--- src/rtl/window_irq_pkg.sv ---
package window_irq_pkg;
    localparam int DEF_CH = 4;
    localparam int DEF_W  = 16;

    typedef struct packed {
        logic below;
        logic above;
    } cmp_state_t;
endpackage

--- src/rtl/window_chan.sv ---
module window_chan
    import window_irq_pkg::*;
#(
    parameter int W = DEF_W
) (
    input  logic         clk,
    input  logic         rst_n,
    input  logic         vld,
    input  logic [W-1:0] sample,
    input  logic [W-1:0] lo_lim,
    input  logic [W-1:0] hi_lim,
    output cmp_state_t   res
);
    cmp_state_t state_d, state_q;

    always_comb begin
        state_d = state_q;
        if (vld) begin
            state_d.below = ($signed(sample) <= $signed(lo_lim));
            state_d.above = ($signed(sample) >= $signed(hi_lim));
        end
    end

    always_ff @(posedge clk or negedge rst_n) begin
        if (!rst_n) state_q <= '0;
        else        state_q <= state_d;
    end

    assign res = state_q;

    assert_hold_R4: assert property (@(posedge clk) disable iff (!rst_n)
        !vld |=> $stable(res));

    assert_low_capture_R2: assert property (@(posedge clk) disable iff (!rst_n)
        vld |=> res.below == ($signed($past(sample)) <= $signed($past(lo_lim))));

    assert_high_capture_R3: assert property (@(posedge clk) disable iff (!rst_n)
        vld |=> res.above == ($signed($past(sample)) >= $signed($past(hi_lim))));
endmodule

--- src/rtl/window_pack.sv ---
module window_pack
    import window_irq_pkg::*;
#(
    parameter int NCH = DEF_CH
) (
    input  cmp_state_t [NCH-1:0] res,
    input  logic [NCH-1:0]       lo_en,
    input  logic [NCH-1:0]       hi_en,
    output logic [2*NCH-1:0]     flags,
    output logic                 irq
);
    for (genvar k = 0; k < NCH; k++) begin : g_bits
        assign flags[2*k+1] = res[k].below & lo_en[k];
        assign flags[2*k]   = res[k].above & hi_en[k];
    end

    assign irq = |flags;
endmodule

--- src/rtl/window_irq_top.sv ---
module window_irq_top
    import window_irq_pkg::*;
#(
    parameter int NCH = DEF_CH,
    parameter int W   = DEF_W
) (
    input  logic             clk,
    input  logic             rst_n,
    input  logic [NCH*W-1:0] smp_data,
    input  logic [NCH-1:0]   smp_vld,
    input  logic [NCH*W-1:0] lo_lim,
    input  logic [NCH*W-1:0] hi_lim,
    input  logic [NCH-1:0]   lo_en,
    input  logic [NCH-1:0]   hi_en,
    output logic [2*NCH-1:0] flags,
    output logic             irq
);
    cmp_state_t [NCH-1:0] res;

    for (genvar k = 0; k < NCH; k++) begin : g_ch
        window_chan #(.W(W)) i_chan (
            .clk    (clk),
            .rst_n  (rst_n),
            .vld    (smp_vld[k]),
            .sample (smp_data[k*W +: W]),
            .lo_lim (lo_lim[k*W +: W]),
            .hi_lim (hi_lim[k*W +: W]),
            .res    (res[k])
        );

        assert_gate_lo_R5: assert property (@(posedge clk) disable iff (!rst_n)
            !lo_en[k] |-> !flags[2*k+1]);
        assert_gate_hi_R5: assert property (@(posedge clk) disable iff (!rst_n)
            !hi_en[k] |-> !flags[2*k]);
    end

    window_pack #(.NCH(NCH)) i_pack (
        .res   (res),
        .lo_en (lo_en),
        .hi_en (hi_en),
        .flags (flags),
        .irq   (irq)
    );

    assert_irq_R7: assert property (@(posedge clk) disable iff (!rst_n)
        irq |-> (flags != '0));

    assert_reset_R1: assert property (@(posedge clk)
        !rst_n |-> (flags == '0 && !irq));
endmodule

--- config.mk ---
export PLATFORM = sky130hd
export DESIGN_NAME = window_irq_top
export DESIGN_NICKNAME = d
export VERILOG_FILES = /design/src/rtl/window_irq_pkg.sv /design/src/rtl/window_chan.sv /design/src/rtl/window_pack.sv /design/src/rtl/window_irq_top.sv
export SDC_FILE = /design/constraint.sdc
export NUM_CORES = 1
export LEC_CHECK = 0
export BUFFER_PORTS_ARGS = -buffer_cell sky130_fd_sc_hd__buf_4
export CAP_MARGIN = 10
export CORE_UTILIZATION = 45
export CTS_CLUSTER_DIAMETER = 100
export DETAILED_ROUTE_END_ITERATION = 8
export GPL_TIMING_DRIVEN = 0
export PLACE_DENSITY = 0.82
export SLEW_MARGIN = 5
export SYNTH_ARGS = -nofsm -noshare
export SYNTH_HDL_FRONTEND = slang
export SYNTH_SLANG_ARGS = --single-unit
export TNS_END_PERCENT = 30
--- constraint.sdc ---
create_clock -name clk -period 4.6 [get_ports clk]
set_input_delay 0.46 -clock clk [delete_from_list [all_inputs] [get_ports clk]]
set_output_delay 0.46 -clock clk [all_outputs]
set_load 0.01 [all_outputs]
==> metrics.md <==
| Metric | Value |
|---|---|
| Worst slew slack as a fraction of its limit | `about three fifths` |
| Number of synthesized register bits | `8` |
| Max FFs per register | `8` |
| Slew Viols, Final | `0` |
| Count of routing violations after the opening detailed-route iteration | `between 70 and 80` |
| Area Growth Syn to Fin | `48.0%` |
| Core Footprint | `~7800 um^2` |
| DIE AREA | `about 8600 um^2` |
| Number of sinks on the clock net | `8` |
| Post-layout instance count excluding filler cells | `about 820` |
| Total power divided by cell area | `around 110 nW/um^2` |
| Static leakage power | `about 3.3 nW` |
| Fraction of registers with async set/reset | `between 90% and 100%` |
| Total GRT Usage | `around a quarter` |
| Upper clock frequency limit | `roughly 0.41 GHz` |
| Post-synthesis area per instance | `between 7 and 8 um^2` |
| Post-CTS setup buffer count | `0` |
| Unrepaired setup endpoints after global routing | `no` |
| H-tree levels | `1` |
| Initial antenna violation count | `0` |
| Number of input and output port buffers inserted | `~210` |
| Number of enable-type register cells in the synthesized netlist | `0` |
| Max Cap Violations | `0` |
| Post-route cell area | `5480 um^2` |
| Clk pin slew, worst setup/hold paths | `roughly 0.04 ns` |
| Top-Level Pins | `between 200 and 250` |
| Count of endpoints failing setup in the final report | `0` |
| Minimum setup slack in the final design | `around 2.2 ns` |
| Detail Route Antenna Nets | `0` |
| Final #Nets | `1050` |
| Post-placement worst setup slack | `around 2.2 ns` |
| Number of endpoints with negative hold slack in the final report | `0` |
| Largest buffer count on any clock path | `2` |
| Setup TNS | `0 ns` |
| Critical path class | `flop to primary output` |
| Antenna diode count | `0` |
| Total wirelength of the detailed-routed design | `11000 um` |
| Status | `finished, final reports clean` |
| Clock latency of the later-clocked register in the worst-skew pair | `0.22 ns` |
| Synth warn | `0` |
| Largest area contributor in the synthesized netlist | `sky130_fd_sc_hd__ha_1` |
| Clock root buffer | `sky130_fd_sc_hd__clkbuf_8` |
| Number of global-route vias before repair | `between 4000 and 5000` |
| Starting density of the core | `between 40% and 50%` |
| Overall die width | `between 90 and 100 um` |
| Detailed-route vias per instance | `approximately 5.2` |
| Router iterations before antenna repair | `6` |
| Worst endpoint required time | `4.14 ns` |
| Final critical-path share of the clock period | `52.7%` |
| Die height | `92.7 um` |
| Number of distinct library cells after synthesis | `36` |
| Final total power | `between 0.6 and 0.7 mW` |
| Via total after detailed routing | `about 4200` |
| TritonCTS clock tree | `yes` |
| Sequence of cells on the critical path | `and2_4, or4_1, or4_1, buf_4` |
| Syn nets | `around 830` |
| Fin util | `between 60% and 70%` |
| First-pass GRT wire length | `roughly 17000 um` |
| Number of remaining DRC errors | `0` |
| Crit-path max cell delay | `approximately 0.57 ns` |
| Critical path launch point type | `flop` |
| Total congestion overflow after global routing | `0` |
| Share of synthesized area occupied by flip-flops and latches | `~5.4%` |
| Yosys top cell area share | `43.3%` |
| Slowest-stage cell, CP | `sky130_fd_sc_hd__or4_1` |
| Post-Syn Instances | `around 500` |
| HPWL after detailed placement | `10300 um` |
| Total clock buffers created by CTS | `3` |
| Largest clock skew in the final design | `0 ns` |
| Cell mode on critical path | `sky130_fd_sc_hd__or4_1` |
| Fraction of final layout cells sized beyond drive strength 1 | `a little under a third` |
| Endpoint arrival time on the critical path | `between 1.5 and 2 ns` |
| Standard cell area after detailed placement | `5440 um^2` |
| Slew of the pin with the lowest slew margin | `about 0.59 ns` |
| Path class of the lowest-slack min-delay path | `primary input to asynchronous set/reset pin` |
| Synth area leaders | `sky130_fd_sc_hd__ha_1, sky130_fd_sc_hd__inv_1, sky130_fd_sc_hd__a21oi_1, sky130_fd_sc_hd__dfrtp_1, sky130_fd_sc_hd__nand4_1` |
| Final weighted congestion in routability-driven placement | `0.919` |
| Cell count after placement | `a little over 800` |
| Resized cells post-CTS | `0` |
| Netlist area before placement | `3700 um^2` |
| Most common flop cell mapped by yosys | `sky130_fd_sc_hd__dfrtp_1` |
| Worst IR drop on VDD | `approximately 0.072 mV` |
| Crit end category | `primary output` |
| Routed wirelength normalized by instance count | `roughly 13 um` |
| Flop-to-flop setup slack | `slightly below 4 ns` |
| Number of buffers inserted for hold repair after clock tree synthesis | `0` |
| Worst hold-check slack | `around 0.05 ns` |
| Worst-path maximum fanout | `2` |
| Maximum number of pins on one net before global-route repair | `9` |
| Cell Rows | `32` |
| Min cycle time layout | `between 2 and 2.5 ns` |
==> worst max-delay path, delay by kind of cell (launching register included) <==
family | cells | cell delay [ns]
flip-flops | 1 | 0.38
buffers and inverters | 1 | 0.16
AND/OR/NAND/NOR | 3 | 1.20
==> logic make-up (layout without fill, tap and decap cells) <==
logic type | count (synthesis) | in the layout | synth area share, %
buf+inv | 133 | 350 | 13.5
flops | 8 | 8 | 5.41
fa+ha+maj | 128 | 128 | 43.3
compound gates | 111 | 111 | 20.6
simple gates | 117 | 117 | 17.2
==> final timing paths <==
path,start,end,cells after the start
setup / recovery,g_ch[2].i_chan.res[1],irq,4
setup reg to reg,g_ch[0].i_chan.res[0],g_ch[0].i_chan.res[0],2
hold reg to reg,g_ch[2].i_chan.res[1],g_ch[2].i_chan.res[1],1
hold / removal,rst_n,g_ch[3].i_chan.res[1],1
min in group clk,smp_vld[2],g_ch[2].i_chan.res[1],2
max in group asynchronous,rst_n,g_ch[1].i_chan.res[1],1
==> where the power goes <==
group          leakage (nW)  total (mW)  internal, mW  switching, mW
clock network        0.0216      0.0807        0.0564         0.0243
registers            0.0922      0.0879        0.0808        0.00706
logic                  3.21       0.441         0.247          0.194
==> cell usage after synthesis, types with 4 or more instances <==
master,n
sky130_fd_sc_hd__nand3_1,9
sky130_fd_sc_hd__nand4_1,23
sky130_fd_sc_hd__or2_2,4
sky130_fd_sc_hd__nand2_1,25
sky130_fd_sc_hd__o21a_1,6
sky130_fd_sc_hd__nor2_1,14
sky130_fd_sc_hd__inv_1,133
sky130_fd_sc_hd__o21ai_0,8
sky130_fd_sc_hd__dfrtp_1,8
sky130_fd_sc_hd__a21o_1,17
sky130_fd_sc_hd__or3_1,4
sky130_fd_sc_hd__ha_1,128
sky130_fd_sc_hd__or4_1,5
sky130_fd_sc_hd__nor4_1,7
sky130_fd_sc_hd__and2_1,10
sky130_fd_sc_hd__o211ai_1,5
sky130_fd_sc_hd__a21oi_1,42
sky130_fd_sc_hd__nor2b_1,8
==> placed cells by master, fill, tap and decap left out, types with 6 or more instances in the layout <==
| master | netlist | routed |
|---|---|---|
| sky130_fd_sc_hd__buf_4 | 0 | 214 |
| sky130_fd_sc_hd__inv_1 | 133 | 133 |
| sky130_fd_sc_hd__ha_1 | 128 | 128 |
| sky130_fd_sc_hd__a21oi_1 | 42 | 42 |
| sky130_fd_sc_hd__nand2_1 | 25 | 25 |
| sky130_fd_sc_hd__nand4_1 | 23 | 23 |
| sky130_fd_sc_hd__a21o_1 | 17 | 17 |
| sky130_fd_sc_hd__nor2_1 | 14 | 14 |
| sky130_fd_sc_hd__and2_1 | 10 | 10 |
| sky130_fd_sc_hd__nand3_1 | 9 | 9 |
| sky130_fd_sc_hd__nor2b_1 | 8 | 8 |
| sky130_fd_sc_hd__o21ai_0 | 8 | 8 |
| sky130_fd_sc_hd__dfrtp_1 | 8 | 8 |
| sky130_fd_sc_hd__nor4_1 | 7 | 7 |
| sky130_fd_sc_hd__o21a_1 | 6 | 6 |
==> metal layers <==
metal | up-vias | track usage [%] | share of wire, %
li1 | 2184 | - | -
met1 | 1908 | 28.7 | 42
met2 | 149 | 47.4 | 51
met3 | 8 | 3.78 | 6.4
met4 | 0 | 3.33 | 0.92
met5 | - | 0 | 0
==> cell type report <==
| type | instances | area [um^2] |
|---|---|---|
| Inverter | 133 | 499 |
| Fill cell | 639 | 2370 |
| Multi-Input combinational cell | 356 | 3000 |
| Tap cell | 102 | 128 |
| Timing Repair Buffer | 214 | 1610 |
| Sequential cell | 8 | 200 |
| Clock buffer | 3 | 41.3 |
No activity file was read; power rests on OpenSTA's default activity.
